### src/rtl/ctl_char_rx_pkg.sv
package ctl_char_rx_pkg;
  localparam int CHAR_W = 8;
  localparam int ENT_W  = CHAR_W + 3;

  typedef struct packed {
    logic              eot;   // end of table
    logic              bcs;   // check bytes follow
    logic              hunt;  // hunt after close
    logic [CHAR_W-1:0] chr;
  } cc_entry_t;
endpackage

### src/rtl/ctl_char_match.sv
module ctl_char_match
  import ctl_char_rx_pkg::*;
#(
  parameter int N_ENT = 8
) (
  input  logic [CHAR_W-1:0] char_i,
  input  logic [CHAR_W-1:0] mask_i,
  input  cc_entry_t         tbl_i [N_ENT],
  output logic              hit_o,
  output cc_entry_t         ent_o
);
  logic [N_ENT:0]   live;
  logic [N_ENT-1:0] hit;

  assign live[0] = 1'b1;

  for (genvar i = 0; i < N_ENT; i++) begin : g_ent
    assign live[i+1] = live[i] & ~tbl_i[i].eot;
    assign hit[i]    = live[i+1] &
                       (((char_i ^ tbl_i[i].chr) & mask_i) == '0);
  end

  // lowest index wins
  always_comb begin
    hit_o = 1'b0;
    ent_o = '0;
    for (int i = N_ENT - 1; i >= 0; i--) begin
      if (hit[i]) begin
        hit_o = 1'b1;
        ent_o = tbl_i[i];
      end
    end
  end
endmodule

### src/rtl/ctl_char_bcs.sv
module ctl_char_bcs #(
  parameter int MAX_BCS = 2
) (
  input  logic clk_i,
  input  logic rst_ni,
  input  logic start_i,
  input  logic crc_i,
  input  logic hunt_i,
  input  logic take_i,
  output logic pend_o,
  output logic last_o,
  output logic hunt_o
);
  localparam int CW = $clog2(MAX_BCS + 1);

  logic [CW-1:0] cnt_q;
  logic          hunt_q;

  always_ff @(posedge clk_i or negedge rst_ni) begin
    if (!rst_ni) begin
      cnt_q  <= '0;
      hunt_q <= 1'b0;
    end else if (start_i) begin
      cnt_q  <= crc_i ? CW'(MAX_BCS) : CW'(1);
      hunt_q <= hunt_i;
    end else if (take_i && pend_o) begin
      cnt_q  <= cnt_q - CW'(1);
    end
  end

  assign pend_o = (cnt_q != '0);
  assign last_o = (cnt_q == CW'(1));
  assign hunt_o = hunt_q;
endmodule

### src/rtl/ctl_char_rx.sv
module ctl_char_rx
  import ctl_char_rx_pkg::*;
#(
  parameter int N_ENT   = 8,
  parameter int MAX_BCS = 2
) (
  input  logic                    clk_i,
  input  logic                    rst_ni,
  input  logic                    char_vld_i,
  input  logic [CHAR_W-1:0]       char_i,
  input  logic                    hunt_i,
  input  logic                    sync_vld_i,
  input  logic [CHAR_W-1:0]       sync_char_i,
  input  logic [N_ENT*ENT_W-1:0]  tbl_i,
  input  logic [CHAR_W-1:0]       cmp_mask_i,
  input  logic                    bcs_crc_i,
  input  logic                    irq_en_i,
  output logic                    wr_vld_o,
  output logic [CHAR_W-1:0]       wr_data_o,
  output logic                    close_o,
  output logic                    hunt_req_o,
  output logic                    irq_o
);
  cc_entry_t tbl [N_ENT];
  cc_entry_t ent;
  logic      hit;
  logic      bcs_pend, bcs_last, bcs_hunt;
  logic      take, in_bcs, is_sync, cc_hit, close_d, hunt_d;

  for (genvar k = 0; k < N_ENT; k++) begin : g_unpack
    assign tbl[k] = cc_entry_t'(tbl_i[k*ENT_W +: ENT_W]);
  end

  ctl_char_match #(.N_ENT(N_ENT)) u_match (
    .char_i (char_i),
    .mask_i (cmp_mask_i),
    .tbl_i  (tbl),
    .hit_o  (hit),
    .ent_o  (ent)
  );

  assign take    = char_vld_i & ~hunt_i;
  assign in_bcs  = take & bcs_pend;
  assign is_sync = take & ~bcs_pend & sync_vld_i & (char_i == sync_char_i);
  assign cc_hit  = take & ~bcs_pend & ~is_sync & hit;

  ctl_char_bcs #(.MAX_BCS(MAX_BCS)) u_bcs (
    .clk_i   (clk_i),
    .rst_ni  (rst_ni),
    .start_i (cc_hit & ent.bcs),
    .crc_i   (bcs_crc_i),
    .hunt_i  (ent.hunt),
    .take_i  (take),
    .pend_o  (bcs_pend),
    .last_o  (bcs_last),
    .hunt_o  (bcs_hunt)
  );

  assign close_d = (in_bcs & bcs_last) | (cc_hit & ~ent.bcs);
  assign hunt_d  = (in_bcs & bcs_last & bcs_hunt) | (cc_hit & ~ent.bcs & ent.hunt);

  always_ff @(posedge clk_i or negedge rst_ni) begin
    if (!rst_ni) begin
      wr_vld_o   <= 1'b0;
      wr_data_o  <= '0;
      close_o    <= 1'b0;
      hunt_req_o <= 1'b0;
      irq_o      <= 1'b0;
    end else begin
      wr_vld_o   <= take & ~is_sync;
      if (take) wr_data_o <= char_i;
      close_o    <= close_d;
      hunt_req_o <= hunt_d;
      irq_o      <= close_d & irq_en_i;
    end
  end
endmodule

### config.mk
export PLATFORM = sky130hd
export DESIGN_NAME = ctl_char_rx
export DESIGN_NICKNAME = d
export VERILOG_FILES = /design/src/rtl/ctl_char_rx_pkg.sv /design/src/rtl/ctl_char_match.sv /design/src/rtl/ctl_char_bcs.sv /design/src/rtl/ctl_char_rx.sv
export SDC_FILE = /design/constraint.sdc
export NUM_CORES = 1
export LEC_CHECK = 0
export BUFFER_PORTS_ARGS = -buffer_cell sky130_fd_sc_hd__buf_2
export CAP_MARGIN = 20
export CORE_UTILIZATION = 43
export CTS_BUF_LIST = sky130_fd_sc_hd__clkbuf_8 sky130_fd_sc_hd__clkbuf_16
export CTS_CLUSTER_SIZE = 14
export DETAILED_ROUTE_END_ITERATION = 8
export PLACE_DENSITY = 0.8
export SYNTH_ARGS = -nofsm -noshare
export SYNTH_HDL_FRONTEND = slang
export SYNTH_SLANG_ARGS = --single-unit
### constraint.sdc
create_clock -name clk_i -period 2.2 [get_ports clk_i]
set_input_delay 0.11 -clock clk_i [delete_from_list [all_inputs] [get_ports clk_i]]
set_output_delay 0.11 -clock clk_i [all_outputs]
set_load 0.02 [all_outputs]
### Word level (Yosys, flattened, before mapping)

Cells that the tools add are included.

* bits in registers: 15
* latch bits: 0
* bits in writable memories: 0
* memory bits (read-only): 0
* bits of input ports: 119
* output and inout bits: 12
* logic and storage cells: 99
* memories kept: 0

* add/sub/neg operators: 1
* multiply operators: 0
* divide/modulo/power cells: 0
* magnitude comparators: 0
* eq/ne operators: 2
* shift-type cells: 0
* mux-type cells: 19
* bitwise gates (word level): 59
* reductions and logical operators: 11

Operators by type and width (number)
* 10-bit 2-to-1 mux: 8
* 8-bit AND: 8
* 8-bit logical NOT: 8
* 8-bit XOR: 8
* 1-bit AND: 29
* 1-bit inverter: 12
* 8-bit == test: 1
* 1-bit 2-to-1 mux: 8
* 2-bit 2-to-1 mux: 3
* 2-bit nonzero test: 2
* 2-bit by 1-bit == test with 1-bit output (second input constant): 1
* 1-bit OR: 2
* 2-bit by 1-bit subtractor with 2-bit output (second input constant): 1
* 1-bit logical AND: 1

### Depth between registers and ports, before layout

* depth after elaboration: 21
* depth in mapped cells: 10
* mapped depth without buffers: 9

### Hierarchy

A second synthesis with hierarchy kept.

* cells, all modules: 326
* area, all modules: 2552.4 um^2

Modules (own cells, without submodules)
* ctl_char_match: instances 1, cells an instance 246, area each 1781.7 um^2, sequential area each 0.0 um^2
* ctl_char_rx: instances 1, cells an instance 64, area each 594.3 um^2, sequential area each 300.3 um^2
* ctl_char_bcs: instances 1, cells an instance 16, area each 176.4 um^2, sequential area each 75.1 um^2

### Worst setup path after synthesis

OpenSTA, ideal clock, no wires.

* path kind: input to register
* start: in tbl_i[10]
* end: reg u_bcs.cnt_q[1]
* setup time: 0.128 ns
* data arrival time: 2.373 ns
* required time: 2.072 ns
* path slack: -0.300 ns
* stages on the path: 8
* path buffers: 0
* cells stage by stage: or4_1 > or2_1 > or3_4 > or2_1 > a311oi_2 > o211ai_2 > a21oi_2 > mux2_1

* word-level cells in the longest chain between the ends: 20
* elaborated cells between the ends (all ways): 36

RTL lines
* start: declaration: line ctl_char_rx.sv:14 `input logic [N_ENT*ENT_W-1:0] tbl_i,`
* 1-bit inverter *: line ctl_char_match.sv:18 `assign live[i+1] = live[i] & ~tbl_i[i].eot;`
* 1-bit AND (7 in a row): line ctl_char_match.sv:18
* 1-bit AND: line ctl_char_match.sv:19 `assign hit[i] = live[i+1] &`
* 1-bit 2-to-1 mux (8 in a row): line ctl_char_match.sv:28 `if (hit[i]) begin`
* 1-bit AND: line ctl_char_rx.sv:45 `assign cc_hit = take & ~bcs_pend & ~is_sync & hit;`
* 1-bit AND *: line ctl_char_rx.sv:50 `.start_i (cc_hit & ent.bcs),`
* 2-bit 2-to-1 mux or 2-bit nonzero test (tied branches)
* end signal: assignment: line ctl_char_bcs.sv:24 `cnt_q <= crc_i ? CW'(MAX_BCS) : CW'(1);`
* end signal: assignment: line ctl_char_bcs.sv:27 `cnt_q <= cnt_q - CW'(1);`
* end: declaration: line ctl_char_bcs.sv:16 `logic [CW-1:0] cnt_q;`

Every way passes the cells marked *; elsewhere a longest branch is shown, timed or not.
A chain may end at the register's enable or synchronous reset.

### Worst setup path in the final report

* start: in tbl_i[10]
* end: reg u_bcs.hunt_q, in the netlist u_bcs.hunt_o

* word-level cells in the longest chain between the ends: 19
* elaborated cells between the ends (all ways): 34

RTL lines
* 1-bit inverter *: line ctl_char_match.sv:18
* 1-bit AND (7 in a row): line ctl_char_match.sv:18
* 1-bit AND: line ctl_char_match.sv:19
* 1-bit 2-to-1 mux (8 in a row): line ctl_char_match.sv:28
* 1-bit AND: line ctl_char_rx.sv:45
* 1-bit AND: line ctl_char_rx.sv:50
* end signal: assignment: line ctl_char_bcs.sv:25 `hunt_q <= hunt_i;`
* end: declaration: line ctl_char_bcs.sv:17 `logic hunt_q;`

Marks and branches as above.

==> out/results.ini <==
[synthesis]
synthCells=225
ys_top_cells_by_count=xor2_1 (64), a22oi_1 (20), dfrtp_1 (15)
synthXorXnorAreaFrac_pct=32.47
syn_avg_cell_area_um2=8.753
synth-edff-count=0
yosysUniqueCellTypes=46
syn-num-nets=346
yosys.area_share.adder_pct=1.271
synth_most_common_cell=xor2_1
synth_top_area_share_pct=28.46
async_flop_share_pct=100.0
ys_ff_latch=15
synth-main-ff-cell=dfrtp_1
yosys_warnings=0
synth_area_um2=1969
muxShareOfSynthArea_pct=6.734
synth_top_cell_by_area=xor2_1
seq_area_frac_synth_pct=19.06
yosys.area_share.simple_pct=13.53
synth-compound-area-share_pct=21.09
synth_area_leaders=xor2_1 (28%), dfrtp_1 (19%), a22oi_1 (7.6%), mux2_2 (4.6%), xnor2_1 (4.0%)
synth_top_family_by_area=XOR/XNOR gates

[outcome]
violations=setup timing
status=finished, violations left

[detailed_routing]
antenna_left=0
wl_met2_um=3401
dr.pass1.iters=4
drt_iter0_drc=120
drc=0
vias=2324
wl_met1_um=2778
wl_met3_um=517
routed_wl_um=6886
drt-wirelength-per-cell_um=16.32
dr.max_layer_used=met4
routed_via_density=5.507

[cells_and_area]
area_growth_pct=48.54
stdcell_area_um2=2925
fin_nets=492
drive_gt1_share_pct=49.73
num_antenna_cells=0
final_core_util_pct=66.72

[critical_path]
path_depth=9
worstSetupEndpoint=u_bcs.hunt_o
critPathMaxStageDelay_ps=520
worst-r2r-cell-count=9
critPathKind=primary input to flop
crit_chain=buf_6 -> or4_4 -> or2_1 -> or3_4 -> or2_4 -> a311oi_2 -> o211ai_2 -> a21oi_2 -> mux2_1
cp_max_fo=3
worst_r2r_endpoint=u_bcs.hunt_o
arrival_ps=2510
cp-end-kind=flop
worstPathRequired_ps=2330
crit_buf_inv=1
crit_family=simple AND/OR/NAND/NOR gates
critPathSlowestCell=or4_4
reg2reg_slack_ps=150
startpoint_type=primary input
worstReg2RegStart=u_bcs.cnt_q[0]
cp-startpoint=tbl_i[10]

[sta]
setup_viol=6
period_minus_slack_ps=2375
rsz0062_at_grt=true
fin_skew_ps=0.3879
drv_slew=0
setup_slack_ps=-174.8
slew_headroom_pct=58.41
hold_viol=0
final.period_utilization_pct=107.9
max_clock_freq_ghz=0.4211
tightest_slew_ps=622.2

[grt]
antenna_found_initial=0
grt_usage_pct=28.19
grt_pass1_vias=2387
grt_pass1_wl_um=10980
gr-total-overflow=0
grt_max_degree=16

[cts]
cts_root_buf=clkbuf_8
clock_path_buffers=2
cts_tree=yes
insertion_delay_ps=250
clkSlewWorstSetupHoldPaths_ps=60
cts_buffers=3
htree_levels=1
clock_sinks=15

[placement]
gp_congestion=0.8748
placed_area_um2=2799
port-buffer-count=130
dp_slack_ps=-482.8
dp_hpwl_um=5636

[power_and_ir_drop]
power.leakage_uw=0.001506
powerDensity_nw_per_um2=399.0
worst_ir_drop_vdd_v=0.0004355

[job]
drv_cap=0

[die]
die_w_um=69.68
dieArea_um2=4855
core_region_area_um2=4384
placementRows=24
ios=131
start_util_pct=44.92
die_h_um=69.68

[min_path]
hold_class=primary input to flop

==> cells by family after synthesis <==
logic type      after synthesis
compound gates               50
flops                        15
simple gates                 45
xor+xnor                     73
mux                          12
fa+ha+maj                     2
buf+inv                      28
==> cell usage in the layout (no fill, tap or decap), drive strengths merged, types with 2 or more instances in the layout <==
cell type / count
buf: 159
a211oi: 2
ha: 2
nand2b: 3
inv: 10
a22o: 3
nor3b: 4
nor4: 2
nand2: 5
nor3: 6
mux2: 10
xor2: 64
clkbuf: 3
or2: 3
xnor2: 9
mux2i: 2
a21oi: 5
dfrtp: 15
a222oi: 3
a2111oi: 2
a22oi: 20
o21a: 2
and3: 4
nand4: 4
a221oi: 5
or3: 2
a211o: 2
nor2: 7
==> worst min path at each step <==
stage	start	to	slack (ps)	cells after the start
3_3_place_gp	rst_ni	wr_vld_o	30	1
6_report	irq_en_i	irq_o	60	2
5_1_grt	bcs_crc_i	u_bcs.cnt_q[0]	70	2
2_1_floorplan	rst_ni	close_o	-190	0
3_5_place_dp	rst_ni	wr_vld_o	40	1
4_1_cts	bcs_crc_i	u_bcs.cnt_q[0]	50	2
==> repair_timing <==
action / CTS / global route
hold buffers: 1 / 0
gates cloned: 0 / 0
endpoints found under the setup margin: 6 / 6
gates resized for setup: 9 / 2
endpoints found under the hold margin: 15 / 0
pin swaps: 9 / 1
buffers inserted: 3 / 0
==> report_power, final <==
part | leakage (µW) | internal [µW] | switching [µW] | total [µW]
registers | 0.000185 | 322 | 25.0 | 347
logic | 0.00129 | 293 | 305 | 598
clock network | 0.0000269 | 124 | 99.2 | 223
total | 0.00151 | 738 | 429 | 1170
==> per-layer routing <==
layer	global-route usage, %	vias to the layer above
met1	33.12	1086
li1	-	1103
met5	0	-
met3	3.198	16
met2	51.78	119
met4	11.33	0
==> state kept, by name (all words and copies together) (netlist names) <==
register	cells
close_o	1
irq_o	1
wr_vld_o	1
u_bcs.cnt_q	2
u_bcs.hunt_o	1
wr_data_o	8
hunt_req_o	1
==> layout make-up <==
cell class | count | area, µm²
clock buffers | 3 | 41.29
well taps | 52 | 65.06
repair buffers | 160 | 884.6
multi-input cells | 182 | 1521
inverters | 9 | 33.78
clock inverters | 1 | 3.754
fillers | 391 | 1459
flip-flops and latches | 15 | 375.4
==> per-stage QoR <==
stage,hold WS [ps],power [µW],TNS [ps],instances
6_report,64.82,1167,-747.6,422
5_1_grt,73.11,1238,-1279,422
4_1_cts,53.79,1163,-677.3,422
3_5_place_dp,36.21,927.4,-2641,414
3_3_place_gp,30.15,909.8,-2027,414
2_1_floorplan,-185.6,682.9,-810.4,225
(Power assumes the default switching activity.)
